**src/rtl/qsc_pkg.sv**
```systemverilog
package qsc_pkg;

  // One oversampled view of the incoming I2S lines
  typedef struct packed {
    logic rise;   // bit clock rising edge seen this cycle
    logic fall;   // bit clock falling edge seen this cycle
    logic ws;     // word select captured with the edge
    logic sd;     // serial data captured with the edge
  } bit_evt_t;

  // Slot timing handed from the counter to the output shapers
  typedef struct packed {
    logic tick_rise;  // registered copy of a rising-edge event
    logic tick_fall;  // registered copy of a falling-edge event
    logic half;       // 1 while in the right slot
    logic armed;      // a word-select transition has been seen
  } slot_ctl_t;

endpackage

```
**src/rtl/qsc_bit_sampler.sv**
```systemverilog
module qsc_bit_sampler
  import qsc_pkg::*;
#(
  parameter int SYNC_STAGES = 2
) (
  input  logic     clk,
  input  logic     rst_n,
  input  logic     bck_in,
  input  logic     ws_in,
  input  logic     sd_in,
  output bit_evt_t evt
);

  localparam int LAST = SYNC_STAGES - 1;

  logic [SYNC_STAGES-1:0] bck_sr, ws_sr, sd_sr;
  logic                   bck_q;

  // All three lines pass through equal stages so they stay aligned
  always_ff @(posedge clk or negedge rst_n) begin
    if (!rst_n) begin
      bck_sr <= '0;
      ws_sr  <= '0;
      sd_sr  <= '0;
      bck_q  <= 1'b0;
    end else begin
      bck_sr <= {bck_sr[SYNC_STAGES-2:0], bck_in};
      ws_sr  <= {ws_sr[SYNC_STAGES-2:0], ws_in};
      sd_sr  <= {sd_sr[SYNC_STAGES-2:0], sd_in};
      bck_q  <= bck_sr[LAST];
    end
  end

  always_comb begin
    evt.rise = bck_sr[LAST] & ~bck_q;
    evt.fall = ~bck_sr[LAST] & bck_q;
    evt.ws   = ws_sr[LAST];
    evt.sd   = sd_sr[LAST];
  end

endmodule

```
**src/rtl/qsc_slot_counter.sv**
```systemverilog
module qsc_slot_counter
  import qsc_pkg::*;
#(
  parameter int SLOT_BITS = 32,
  localparam int CW = $clog2(SLOT_BITS)
) (
  input  logic          clk,
  input  logic          rst_n,
  input  bit_evt_t      evt,
  output slot_ctl_t     ctl,
  output logic [CW-1:0] cnt,
  output logic          cur_sd
);

  localparam logic [CW-1:0] CNT_MAX = CW'(SLOT_BITS - 1);

  // Position of the current bit inside its slot; restarts on every
  // word-select change and saturates if a slot runs long.
  always_ff @(posedge clk or negedge rst_n) begin
    if (!rst_n) begin
      ctl    <= '0;
      cnt    <= '0;
      cur_sd <= 1'b0;
    end else begin
      ctl.tick_rise <= evt.rise;
      ctl.tick_fall <= evt.fall;
      if (evt.rise) begin
        ctl.half <= evt.ws;
        cur_sd   <= evt.sd;
        if (evt.ws != ctl.half) begin
          cnt       <= '0;
          ctl.armed <= 1'b1;
        end else if (cnt != CNT_MAX) begin
          cnt <= cnt + 1'b1;
        end
      end
    end
  end

endmodule

```
**src/rtl/qsc_left_delay.sv**
```systemverilog
module qsc_left_delay #(
  parameter int DEPTH = 32
) (
  input  logic clk,
  input  logic rst_n,
  input  logic shift_en,
  input  logic din,
  output logic dout
);

  logic [DEPTH-1:0] line_q;

  // dout takes the bit that entered DEPTH shift events earlier
  always_ff @(posedge clk or negedge rst_n) begin
    if (!rst_n) begin
      line_q <= '0;
      dout   <= 1'b0;
    end else if (shift_en) begin
      dout   <= line_q[DEPTH-1];
      line_q <= {line_q[DEPTH-2:0], din};
    end
  end

endmodule

```
**src/rtl/qsc_burst_gen.sv**
```systemverilog
module qsc_burst_gen
  import qsc_pkg::*;
#(
  parameter int SAMPLE_BITS = 16,
  parameter int CW          = 5
) (
  input  logic          clk,
  input  logic          rst_n,
  input  slot_ctl_t     ctl,
  input  logic [CW-1:0] cnt,
  input  logic          left_bit,
  input  logic          right_bit,
  output logic          burst_clk,
  output logic          ws_out,
  output logic          sd_a,
  output logic          sd_b
);

  localparam logic [CW-1:0] PULSES = CW'(SAMPLE_BITS + 1);

  logic in_win;
  assign in_win = ctl.armed & ctl.half & (cnt < PULSES);

  // Data and word select move while the output clock goes low;
  // the clock rises half a bit later inside the window only.
  always_ff @(posedge clk or negedge rst_n) begin
    if (!rst_n) begin
      burst_clk <= 1'b0;
      ws_out    <= 1'b0;
      sd_a      <= 1'b0;
      sd_b      <= 1'b0;
    end else if (ctl.tick_rise) begin
      burst_clk <= 1'b0;
      ws_out    <= ctl.armed & ctl.half;
      sd_a      <= in_win & left_bit;
      sd_b      <= in_win & right_bit;
    end else if (ctl.tick_fall && in_win) begin
      burst_clk <= 1'b1;
    end
  end

endmodule

```
**src/rtl/qsc_latch_gen.sv**
```systemverilog
module qsc_latch_gen
  import qsc_pkg::*;
#(
  parameter int LATCH_DLY = 16,
  parameter int CW        = 5
) (
  input  logic          clk,
  input  logic          rst_n,
  input  slot_ctl_t     ctl,
  input  logic [CW-1:0] cnt,
  output logic          latch_clk
);

  localparam logic [CW-1:0] FIRE_POS = CW'(LATCH_DLY);

  logic fire;
  assign fire = ctl.armed & ~ctl.half & (cnt == FIRE_POS);

  // One half-bit pulse in the left slot, far from any data activity
  always_ff @(posedge clk or negedge rst_n) begin
    if (!rst_n) begin
      latch_clk <= 1'b0;
    end else if (ctl.tick_rise) begin
      latch_clk <= 1'b0;
    end else if (ctl.tick_fall && fire) begin
      latch_clk <= 1'b1;
    end
  end

endmodule

```
**src/rtl/i2s_qsim_conv.sv**
```systemverilog
module i2s_qsim_conv
  import qsc_pkg::*;
#(
  parameter int SLOT_BITS   = 32,
  parameter int SAMPLE_BITS = 16,
  parameter int LATCH_DLY   = 16,
  parameter int SYNC_STAGES = 2
) (
  input  logic clk,
  input  logic rst_n,
  input  logic i2s_bck,
  input  logic i2s_ws,
  input  logic i2s_sd,
  output logic dac_bck,
  output logic dac_ws,
  output logic dac_sd_a,
  output logic dac_sd_b
);

  localparam int CW = $clog2(SLOT_BITS);

  bit_evt_t      evt;
  slot_ctl_t     ctl;
  logic [CW-1:0] cnt;
  logic          cur_sd;
  logic          left_bit;
  logic          burst_clk;
  logic          latch_clk;

  qsc_bit_sampler #(.SYNC_STAGES(SYNC_STAGES)) u_sampler (
    .clk    (clk),
    .rst_n  (rst_n),
    .bck_in (i2s_bck),
    .ws_in  (i2s_ws),
    .sd_in  (i2s_sd),
    .evt    (evt)
  );

  qsc_slot_counter #(.SLOT_BITS(SLOT_BITS)) u_counter (
    .clk    (clk),
    .rst_n  (rst_n),
    .evt    (evt),
    .ctl    (ctl),
    .cnt    (cnt),
    .cur_sd (cur_sd)
  );

  qsc_left_delay #(.DEPTH(SLOT_BITS)) u_delay (
    .clk      (clk),
    .rst_n    (rst_n),
    .shift_en (evt.rise),
    .din      (evt.sd),
    .dout     (left_bit)
  );

  qsc_burst_gen #(.SAMPLE_BITS(SAMPLE_BITS), .CW(CW)) u_burst (
    .clk       (clk),
    .rst_n     (rst_n),
    .ctl       (ctl),
    .cnt       (cnt),
    .left_bit  (left_bit),
    .right_bit (cur_sd),
    .burst_clk (burst_clk),
    .ws_out    (dac_ws),
    .sd_a      (dac_sd_a),
    .sd_b      (dac_sd_b)
  );

  qsc_latch_gen #(.LATCH_DLY(LATCH_DLY), .CW(CW)) u_latch (
    .clk       (clk),
    .rst_n     (rst_n),
    .ctl       (ctl),
    .cnt       (cnt),
    .latch_clk (latch_clk)
  );

  // The two pulse streams never overlap, so OR merges them cleanly
  assign dac_bck = burst_clk | latch_clk;

endmodule

```
**config.mk**
```make
export PLATFORM = sky130hd
export DESIGN_NAME = i2s_qsim_conv
export DESIGN_NICKNAME = d
export VERILOG_FILES = /design/src/rtl/qsc_pkg.sv /design/src/rtl/qsc_bit_sampler.sv /design/src/rtl/qsc_slot_counter.sv /design/src/rtl/qsc_left_delay.sv /design/src/rtl/qsc_burst_gen.sv /design/src/rtl/qsc_latch_gen.sv /design/src/rtl/i2s_qsim_conv.sv
export SDC_FILE = /design/constraint.sdc
export NUM_CORES = 1
export LEC_CHECK = 0
export BUFFER_PORTS_ARGS = -buffer_cell sky130_fd_sc_hd__buf_4
export CORE_UTILIZATION = 25
export DETAILED_ROUTE_END_ITERATION = 12
export GPL_ROUTABILITY_DRIVEN = 0
export PLACE_DENSITY_LB_ADDON = 0.25
export SLEW_MARGIN = 20
export SYNTH_ARGS = -nofsm -noshare
export SYNTH_HDL_FRONTEND = slang
export SYNTH_HIERARCHICAL = 1
export SYNTH_SLANG_ARGS = --single-unit
```
**constraint.sdc**
```tcl
create_clock -name clk -period 1.4 [get_ports clk]
set_input_delay 0.21 -clock clk [delete_from_list [all_inputs] [get_ports clk]]
set_output_delay 0.21 -clock clk [all_outputs]
set_load 0.05 [all_outputs]
```
==> results_dict.tcl <==
set metrics [dict create \
    synthMuxAreaShare 0.2236 \
    ctsLongestPathBuffers 2 \
    synthXorXnorAreaFrac 0.007731 \
    fin_worst_skew_ns 0.008307 \
    drt-initial-drc-count 30 \
    synthTopCellsByArea "dfrtp_1 61%, mux2_4 20%, buf_12 2.7%" \
    grt_pass1_wl_um 6106 \
    cts-root-buf "clkbuf_8" \
    start_util 0.2586 \
    grt_max_degree 56 \
    grt_pass1_vias 1250 \
    p_per_area_nw_per_um2 1467 \
    fin_nets 166 \
    reg2reg_setup_slack_ns -0.05 \
    synth_most_common_cell "dfrtp_1" \
    status "complete, but fails checks" \
    irDropWorstVdd_uv 737.9 \
    crit_arrival_ns 1.65 \
    route.met2.wl_um 1626 \
    hpwl_um 2315 \
    critPathKind "register to register" \
    whs_path_depth 0 \
    synth-compound-area-share 0.05080 \
    synth_edf_count 0 \
    yosys_warnings 6 \
    fp.dieW_um 97.21 \
    drive_gt1_frac 0.4313 \
    coreArea_sq_um 8763 \
    worst_slack_ns -0.05322 \
    power_frac_seq 0.512 \
    post-place-ws_ns -0.09915 \
    antenna_found_initial 0 \
    timing.hold.ws_ns 0.3566 \
    port-buffer-count 8 \
    cts_setup_buffers 0 \
    wl_met1_um 1578 \
    end_kind "register" \
    ys.flop_type "dfrtp_1" \
    vias 1128 \
    hp-start "u_sampler/sd_sr[0]" \
    r2r_cells 6 \
    intPower_mw 2.992 \
    syn_nets 145 \
    fin_crit_ns 1.453 \
    leakage_nw 1.236 \
    min_to "u_sampler/sd_sr[1]" \
    p_sw_mw 0.9240 \
    num-fill-cells 865 \
    crit_path_start_kind "register" \
    synthSimpleGateAreaFrac 0.05135 \
    synth_fa_ha_area_frac 0.01104 \
    drcViolationCount 0 \
    synthToLayoutAreaGrowth_pct 17.84 \
    die_area_sq_um 9449 \
    numCtsBuffers 5 \
    viasPerCell 4.209 \
    rsz0062_at_grt "yes" \
    top_layer "met4" \
    routedWlPerCell_um 12.75 \
    synth_top_family_by_area "multiplexers" \
    layout_worst_path_cycle_share 1.038 \
    fp-row-count 34 \
    clk_latency_ns 0.30 \
    pwr-share-clk 0.307 \
    path_max_fanout 4 \
    slew_viol_final 0 \
    overflow 0 \
    cts_max_level 2 \
    r2r_end "u_counter/cnt[3]" \
    finalWirelength_um 3417 \
    required_ns 1.59 \
    synth_top_area_share 0.6074 \
    p_sw_frac 0.2359 \
    hp-class "register to register" \
    ant_nets 0 \
    setup-violations-final 3 \
    p_comb_frac 0.181 \
    clk_pin_slew_ns 0.10 \
    synth_common_cells "55 x dfrtp_1, 30 x mux2_4, 6 x inv_1" \
    async_flop_share 1.000 \
    syn_inst 138 \
    postSynthAreaPerCell_sq_um 16.42 \
    cts_tree "yes" \
    synth_top_cell_by_area "dfrtp_1" \
    dr.pass1.iters 4 \
    die_y_um 97.21 \
    synth.distinct_cells 32 \
    grt.total_usage 0.08154 \
    slew-limit-headroom 0.5510 \
    clock-sinks 55 \
    max_cap_violations 0 \
    max_freq_mhz 688.1 \
    ioPinCount 9 \
    num_antenna_cells 0 \
    met3RoutedLength_um 108 \
    worstMarginPinSlew_ns 0.6735 \
    violations "setup timing" \
    setup_tns_ns -0.09396 \
    synth_seq_cells 55 \
    netlist_area_sq_um 2266 \
    ys_seq_area_frac 0.6074 \
    r2r-start "u_counter/cnt[0]" \
    final_hold_viol_count 0 \
    total_power_mw 3.916 \
]
[what timing repair did]
action / 4_1_cts / 5_1_grt
pin swaps: 4 / 0
endpoints found under the hold margin: 58 / 0
hold buffers: 4 / 0
endpoints found under the setup margin: 5 / 5
resized for setup: 3 / 0
[kinds of logic (layout without fill, tap and decap cells)]
kind of cell    after synthesis  in the layout
buf+inv                      12             34
compound gates               15             15
flops                        55             55
xor+xnor                      2              2
mux                          35             35
simple gates                 17             17
fa+ha+maj                     2              2
[placed cells by master, fill, tap and decap left out, types with 3 or more instances in the layout]
| cell type | n |
|---|---|
| dfrtp_1 | 55 |
| mux2_4 | 30 |
| o22ai_1 | 3 |
| nor2_1 | 3 |
| mux2_2 | 5 |
| dlygate4sd3_1 | 4 |
| clkbuf_8 | 5 |
| inv_1 | 5 |
| buf_4 | 14 |
[metrics by stage]
| step | utilization | area, sq um | std cells |
|---|---|---|---|
| floorplan | - | 2288 | 138 |
| global placement | 0.2838 | 2487 | 256 |
| detailed placement | 0.2838 | 2487 | 256 |
| CTS | 0.3047 | 2670 | 268 |
| global route | 0.3047 | 2670 | 268 |
| finish | 0.3047 | 2670 | 268 |
[metal layers]
| layer | GRT usage | vias to the layer above |
|---|---|---|
| met4 | 0.05626 | 0 |
| met3 | 0.02374 | 9 |
| li1 | - | 527 |
| met2 | 0.1213 | 19 |
| met1 | 0.1017 | 573 |
| met5 | 0 | - |
[worst max path at each step]
stage	startpoint	endpoint	cells past startpoint
2_1_floorplan	u_counter/cnt[0]	u_counter/cnt[3]	6
3_3_place_gp	u_counter/cnt[1]	u_counter/cnt[2]	6
3_5_place_dp	u_counter/cnt[1]	u_counter/cnt[2]	6
4_1_cts	u_counter/cnt[1]	u_counter/cnt[3]	6
5_1_grt	u_counter/cnt[0]	u_counter/cnt[3]	6
6_report	u_counter/cnt[0]	u_counter/cnt[3]	6
[final cells by class]
type	instances	area [sq um]	share of cell area
sequential	55	1376	0.5155
multi-input combinational	71	814.5	0.3051
timing repair buffer	20	185.2	0.06935
tap	108	135.1	0.05061
clock buffer	5	68.82	0.02577
clock inverter	3	67.56	0.02530
inverter	6	22.52	0.008435
[flip-flops by register name, summed over array words and instances (netlist names), 2 cells and up]
signal,cells
u_delay/line_q,32
u_sampler/ws_sr,2
u_sampler/sd_sr,2
u_counter/cnt,5
u_sampler/bck_sr,2
u_counter/ctl,4
[critical path, stage by stage, from the launching register on]
cell	delay, ns
dfrtp_1	0.40
ha_2	0.19
and3_4	0.16
ha_4	0.17
nand4b_1	0.18
a21boi_1	0.17
o2bb2ai_1	0.08
[power by group through the flow]
stage          clock, mW  combinational, mW  sequential [mW]
3_5_place_dp           0              0.697             2.04
3_3_place_gp           0              0.675             2.02
6_report            1.20              0.707             2.01
4_1_cts             1.25              0.716             2.01
2_1_floorplan          0              0.485             2.04
5_1_grt             1.33              0.758             2.04
(Power assumes the default switching activity.)
